`src/rtl/ctc_timer_pkg.sv`:
```
package ctc_timer_pkg;
  localparam int CNT_W   = 16;
  localparam int CSEL_W  = 3;
  localparam int PRE_W   = 11;
  localparam int ADDR_W  = 2;
  localparam int NCH     = 2;
  localparam int CTRL_W  = CSEL_W + 1 + NCH;
  localparam int BIT_CTC = CSEL_W;
  localparam int BIT_EN0 = CSEL_W + 1;
  localparam logic [ADDR_W-1:0] ADDR_CTRL = ADDR_W'(NCH);

  // Divider length for a clock-select code; 0 means no ticks.
  function automatic logic [PRE_W-1:0] prescale_div(input logic [CSEL_W-1:0] sel);
    case (sel)
      3'd1:    return PRE_W'(1);
      3'd2:    return PRE_W'(1) << 3;
      3'd3:    return PRE_W'(1) << 6;
      3'd4:    return PRE_W'(1) << 8;
      3'd5:    return PRE_W'(1) << 10;
      default: return '0;
    endcase
  endfunction

  // Count value after one tick.
  function automatic logic [CNT_W-1:0] next_count(input logic [CNT_W-1:0] cur,
                                                  input logic [CNT_W-1:0] top,
                                                  input logic ctc);
    if (ctc && (cur == top)) return '0;
    return cur + 1'b1;
  endfunction
endpackage

```
`src/rtl/ctc_prescaler.sv`:
```
module ctc_prescaler
  import ctc_timer_pkg::*;
(
  input  logic              clk,
  input  logic              rst_n,
  input  logic [CSEL_W-1:0] sel,
  output logic              tick
);
  logic [PRE_W-1:0] div_len;
  logic [PRE_W-1:0] pre_q;

  assign div_len = prescale_div(sel);
  assign tick    = (div_len != '0) && (pre_q >= div_len - 1'b1);

  always_ff @(posedge clk or negedge rst_n) begin
    if (!rst_n)                          pre_q <= '0;
    else if ((div_len == '0) || tick)    pre_q <= '0;
    else                                 pre_q <= pre_q + 1'b1;
  end
endmodule

```
`src/rtl/ctc_counter.sv`:
```
module ctc_counter
  import ctc_timer_pkg::*;
(
  input  logic             clk,
  input  logic             rst_n,
  input  logic             tick,
  input  logic             ctc,
  input  logic [CNT_W-1:0] top,
  output logic [CNT_W-1:0] count
);
  always_ff @(posedge clk or negedge rst_n) begin
    if (!rst_n)    count <= '0;
    else if (tick) count <= next_count(count, top, ctc);
  end
endmodule

```
`src/rtl/ctc_match_flag.sv`:
```
module ctc_match_flag
  import ctc_timer_pkg::*;
(
  input  logic             clk,
  input  logic             rst_n,
  input  logic             tick,
  input  logic [CNT_W-1:0] count,
  input  logic [CNT_W-1:0] ref_val,
  input  logic             ack,
  output logic             match,
  output logic             flag
);
  assign match = tick && (count == ref_val);

  always_ff @(posedge clk or negedge rst_n) begin
    if (!rst_n)     flag <= 1'b0;
    else if (match) flag <= 1'b1;
    else if (ack)   flag <= 1'b0;
  end
endmodule

```
`src/rtl/ctc_dual_timer.sv`:
```
module ctc_dual_timer
  import ctc_timer_pkg::*;
(
  input  logic              clk,
  input  logic              rst_n,
  input  logic              wr_en,
  input  logic [ADDR_W-1:0] wr_addr,
  input  logic [CNT_W-1:0]  wr_data,
  input  logic              ack_a,
  input  logic              ack_b,
  output logic [CNT_W-1:0]  count,
  output logic              flag_a,
  output logic              flag_b,
  output logic              irq_a,
  output logic              irq_b
);
  logic [NCH-1:0][CNT_W-1:0] cmp_q;
  logic [CTRL_W-1:0]         ctrl_q;
  logic [NCH-1:0]            ack_v, match_v, flag_v, en_v;
  logic                      tick;

  // Named internal events for the checker.
  logic [CNT_W-1:0] cmp_a, cmp_b;
  logic             ctc_on, match_a, match_b, en_a, en_b;

  always_ff @(posedge clk or negedge rst_n) begin
    if (!rst_n) begin
      cmp_q  <= '0;
      ctrl_q <= '0;
    end else if (wr_en) begin
      for (int ch = 0; ch < NCH; ch++)
        if (wr_addr == ADDR_W'(ch)) cmp_q[ch] <= wr_data;
      if (wr_addr == ADDR_CTRL) ctrl_q <= wr_data[CTRL_W-1:0];
    end
  end

  assign ctc_on = ctrl_q[BIT_CTC];
  assign en_v   = ctrl_q[BIT_EN0 +: NCH];
  assign ack_v  = {ack_b, ack_a};

  ctc_prescaler u_pre (
    .clk  (clk),
    .rst_n(rst_n),
    .sel  (ctrl_q[CSEL_W-1:0]),
    .tick (tick)
  );

  ctc_counter u_cnt (
    .clk  (clk),
    .rst_n(rst_n),
    .tick (tick),
    .ctc  (ctc_on),
    .top  (cmp_q[0]),
    .count(count)
  );

  for (genvar ch = 0; ch < NCH; ch++) begin : g_ch
    ctc_match_flag u_cmp (
      .clk    (clk),
      .rst_n  (rst_n),
      .tick   (tick),
      .count  (count),
      .ref_val(cmp_q[ch]),
      .ack    (ack_v[ch]),
      .match  (match_v[ch]),
      .flag   (flag_v[ch])
    );
  end

  assign cmp_a   = cmp_q[0];
  assign cmp_b   = cmp_q[1];
  assign match_a = match_v[0];
  assign match_b = match_v[1];
  assign en_a    = en_v[0];
  assign en_b    = en_v[1];
  assign flag_a  = flag_v[0];
  assign flag_b  = flag_v[1];
  assign irq_a   = flag_v[0] & en_v[0];
  assign irq_b   = flag_v[1] & en_v[1];
endmodule

```
`config.mk`:
```
export PLATFORM = sky130hd
export DESIGN_NAME = ctc_dual_timer
export DESIGN_NICKNAME = d
export VERILOG_FILES = /design/src/rtl/ctc_timer_pkg.sv /design/src/rtl/ctc_prescaler.sv /design/src/rtl/ctc_counter.sv /design/src/rtl/ctc_match_flag.sv /design/src/rtl/ctc_dual_timer.sv
export SDC_FILE = /design/constraint.sdc
export NUM_CORES = 1
export LEC_CHECK = 0
export BUFFER_PORTS_ARGS = -buffer_cell sky130_fd_sc_hd__buf_2
export CORE_ASPECT_RATIO = 1.4
export CORE_MARGIN = 4
export CORE_UTILIZATION = 35
export DETAILED_ROUTE_END_ITERATION = 10
export PLACE_DENSITY = 0.62
export SKIP_LAST_GASP = 1
export SYNTH_ARGS = -nofsm -noshare
export SYNTH_HDL_FRONTEND = slang
export SYNTH_SLANG_ARGS = --single-unit
```
`constraint.sdc`:
```
create_clock -name clk -period 3.7 [get_ports clk]
set_input_delay 0.74 -clock clk [delete_from_list [all_inputs] [get_ports clk]]
set_output_delay 0.74 -clock clk [all_outputs]
set_load 0.05 [all_outputs]
```
==> key figures <==
Synthesis
  – Cell variety after synth: 49
  – Avg Cell Area, Syn: around 11 um2
  – Flops & latches, synth: 67
  – Syn nets: between 300 and 400
  – Warnings, synthesis: 0
  – EDFF count, synth: 0
  – Post-Syn Area: 3700 um2
  – Post-Syn Instances: around 340
  – Post-synth top flop: dfrtp_1
  – Seq/Total Area, Yosys: 0.453
  – Post-synth ARST share: 1.00

Worst setup path
  – WP data arrival: 3570 ps
  – Slack of the worst reg-to-reg path: 350 ps
  – CP most frequent cell: ha_1
  – R2r endpoint: u_cnt.count[5]$_DFFE_PN0P_
  – Reg2Reg Depth: 11
  – Cell breakdown of the critical path: or3b_2 > ha_1 > ha_1 > ha_1 > and3_1 > a221o_1 > a21oi_1 > a21bo_2 > buf_4 > nor2_1 > a22o_1
  – Critical path capture point type: flip-flop
  – Reg2reg start: ctrl_q[2]$_DFFE_PN0P_
  – Critical path startpoint category: flip-flop
  – Worst path top cell family by delay: compound AO/OA/AOI/OAI gates
  – CP Max Fanout: 19
  – Largest stage delay, worst path: 520 ps
  – Max stage delay cell, worst path: or3b_2
  – Critical path depth: 11
  – Critical Path RT: approximately 4000 ps
  – Critical path type: flip-flop to flip-flop
  – Worst path bufs/invs: 1

Routing
  – Routed vias/inst: 5.10
  – Iter 0 DRT Violations: about 110
  – Router iterations before antenna repair: 4
  – Routed len/inst: 15.8 um
  – Via count: 2628
  – Total wire length: 8110 um
  – DRC: 0
  – Antenna Nets Post-Route: 0

Clocking
  – CTS tree: built
  – Clock latency on the worst-skew pair: 330 ps
  – # H-tree levels: 3
  – Maximum clock insertion buffer count: 2
  – Total CTS buffers: 9
  – CTS Root Cell: clkbuf_16
  – Post-CTS sizing: 0
  – Hold buffer count at cts: 0
  – Post-CTS setup buffers: 0
  – Sinks on Clock Net: 67
  – CTS clk-pin slew, worst paths: 50 ps

STA
  – Final setup viols: 0
  – WHS: slightly above 500 ps
  – Max-slew headroom: 0.374
  – Unrepaired setup endpoints after global routing: false
  – Worst Skew: roughly 5.8 ps
  – Post-layout min period: 3350 ps
  – Tightest Pin Transition: about 940 ps
  – Final Hold Viols: 0
  – Fmax: ~0.30 GHz
  – Final Max Slew Viols: 0
  – Sum Neg Setup Slack: 0 ps
  – Final Cycle Share: 0.904

Floorplan
  – Die X: between 90 and 100 um
  – Ports: 43
  – # rows: between 40 and 50
  – Die Area: ~12000 um2
  – CORE AREA: 10300 um2
  – Starting density of the core: 0.358
  – Die height: 130 um

Outcome
  – Status: completed

Hold path
  – Hold Path Depth: 1
  – Hold path endpoint: ctrl_q[5]$_DFFE_PN0P_
  – Hold_sp: ctrl_q[5]$_DFFE_PN0P_
  – Worst min-delay path category: flip-flop to flip-flop

Power
  – Maximum VDD drop: around 0.19 mV
  – Leakage: between 1.5 and 2 nW
  – Power Density: 475 nW/um2

Global route
  – Total track usage: 0.147
  – Largest net degree at the start of global routing: 44
  – First-pass GRT wire length: about 14000 um
  – Initial antenna violation count: 0
  – Vias in the first global route: roughly 2.7k
  – Grt total ovfl: 0

Placed design
  – Placed Area: approximately 4000 um2
  – Port Buffers: between 40 and 50
  – DP Wirelength: just over 6000 um
  – Final Wtd Congestion: about 0.84

Layout
  – P&R area growth vs syn: 15.2%
  – Final Util: 0.412
  – Share of cells above drive strength 1: 0.292
  – Design area: ~4300 um2
  – Final net count: 412
  – ANT cells: 0
  – FILL cells: slightly above 1k

Job
  – Max_cap viols: 0
[how the worst max path moves through the flow]
stage | startpoint | to | slack (ps)
after floorplan | ctrl_q[2]$_DFFE_PN0P_ | u_cnt.count[15]$_DFFE_PN0P_ | 580
after global placement | ctrl_q[2]$_DFFE_PN0P_ | u_cnt.count[5]$_DFFE_PN0P_ | 450
after detailed placement | ctrl_q[2]$_DFFE_PN0P_ | u_cnt.count[5]$_DFFE_PN0P_ | 380
after CTS | ctrl_q[2]$_DFFE_PN0P_ | u_cnt.count[12]$_DFFE_PN0P_ | 360
after global routing | ctrl_q[2]$_DFFE_PN0P_ | u_cnt.count[12]$_DFFE_PN0P_ | 190
final | ctrl_q[2]$_DFFE_PN0P_ | u_cnt.count[5]$_DFFE_PN0P_ | 350
[cells by family (layout without fill, tap and decap cells)]
logic type               count (synthesis)  after routing  share of synthesized area
AO/OA/AOI/OAI                           47             47                     0.0838
AND/OR/NAND/NOR                         96             96                      0.144
buffers and inverters                   28             70                     0.0439
multiplexers                            38             38                      0.116
flip-flops                              67             67                      0.453
XOR/XNOR                                43             43                      0.106
adder cells (fa/ha/maj)                 16             16                     0.0541
[flip-flops by register name (all words and copies together) (netlist names)]
name             flops
cmp_a               16
cmp_b               16
ctrl_q               6
g_ch.u_cmp.flag      2
u_cnt.count         16
u_pre.pre_q         11
[final cells by class]
type                            instances  area (um2)  share of cell area
Clock inverter                          2        10.0             0.00235
Timing Repair Buffer                   46         240              0.0563
Tap cell                              138         173              0.0405
Sequential cell                        67        1680               0.393
Clock buffer                           13         270              0.0634
Multi-Input combinational cell        240        1860               0.436
Inverter                                9        33.8             0.00792
[report_power, final]
| part | leakage, nW | internal, mW | switching [mW] |
|---|---|---|---|
| registers | 0.852 | 0.826 | 0.0838 |
| logic | 0.936 | 0.167 | 0.150 |
| clock network | 0.141 | 0.502 | 0.298 |
| total | 1.93 | 1.49 | 0.532 |
[placed cells by master (no fill, tap or decap), types with 2 or more instances in the layout]
| master | n |
|---|---|
| dfrtp_1 | 67 |
| buf_2 | 42 |
| mux2_2 | 38 |
| nor2_1 | 21 |
| xor2_1 | 21 |
| xnor2_1 | 20 |
| nand2_1 | 16 |
| ha_1 | 16 |
| nand3_1 | 15 |
| o21ai_0 | 12 |
| a21oi_1 | 11 |
| inv_1 | 9 |
| nand4_1 | 9 |
| clkbuf_16 | 9 |
| and2_1 | 5 |
| o31ai_1 | 5 |
| and3_1 | 4 |
| or3_1 | 4 |
| o21ai_1 | 4 |
| nor4_1 | 4 |
| buf_4 | 4 |
| nand3b_1 | 3 |
| clkbuf_8 | 3 |
| nand2b_1 | 2 |
| a21o_1 | 2 |
| xnor2_2 | 2 |
| or4_1 | 2 |
| a2bb2oi_2 | 2 |
| o311ai_0 | 2 |
| a22o_1 | 2 |
| clkinv_2 | 2 |
[through the flow]
stage,setup slack [ps],cells,total power [mW]
floorplan,580,335,1.14
global placement,447,500,1.23
detailed placement,381,500,1.24
CTS,357,515,2.06
global route,194,515,2.14
finish,354,515,2.03
[synthesized netlist by cell type (all sizes together) (2+ instances only)]
cell | count | area share
ha | 16 | 0.054
a22o | 2 | 0.0047
xor2 | 21 | 0.050
a21oi | 11 | 0.015
nand4 | 10 | 0.019
dfrtp | 67 | 0.45
o31ai | 5 | 0.010
inv | 9 | 0.0091
and2 | 5 | 0.0085
nor2 | 21 | 0.021
nand3 | 15 | 0.020
or3 | 4 | 0.0068
and3 | 5 | 0.0088
o21ai | 16 | 0.022
o311ai | 2 | 0.0047
nand2 | 17 | 0.018
or4 | 2 | 0.0041
nand2b | 3 | 0.0057
clkbuf | 4 | 0.0044
a21o | 2 | 0.0041
xnor2 | 22 | 0.056
nand3b | 3 | 0.0061
nor4 | 5 | 0.013
mux2 | 38 | 0.12
a2bb2oi | 3 | 0.010
buf | 15 | 0.030
[metal layers]
metal	routed length (um)	vias up	part of all wire	GRT usage
met3	308	19	0.038	0.0319
met5	0	-	0	0
met1	3570	1284	0.44	0.177
met2	3970	60	0.49	0.241
li1	-	1265	-	-
met4	266	0	0.033	0.0807
Note: power is estimated with default switching activity, not from simulation.
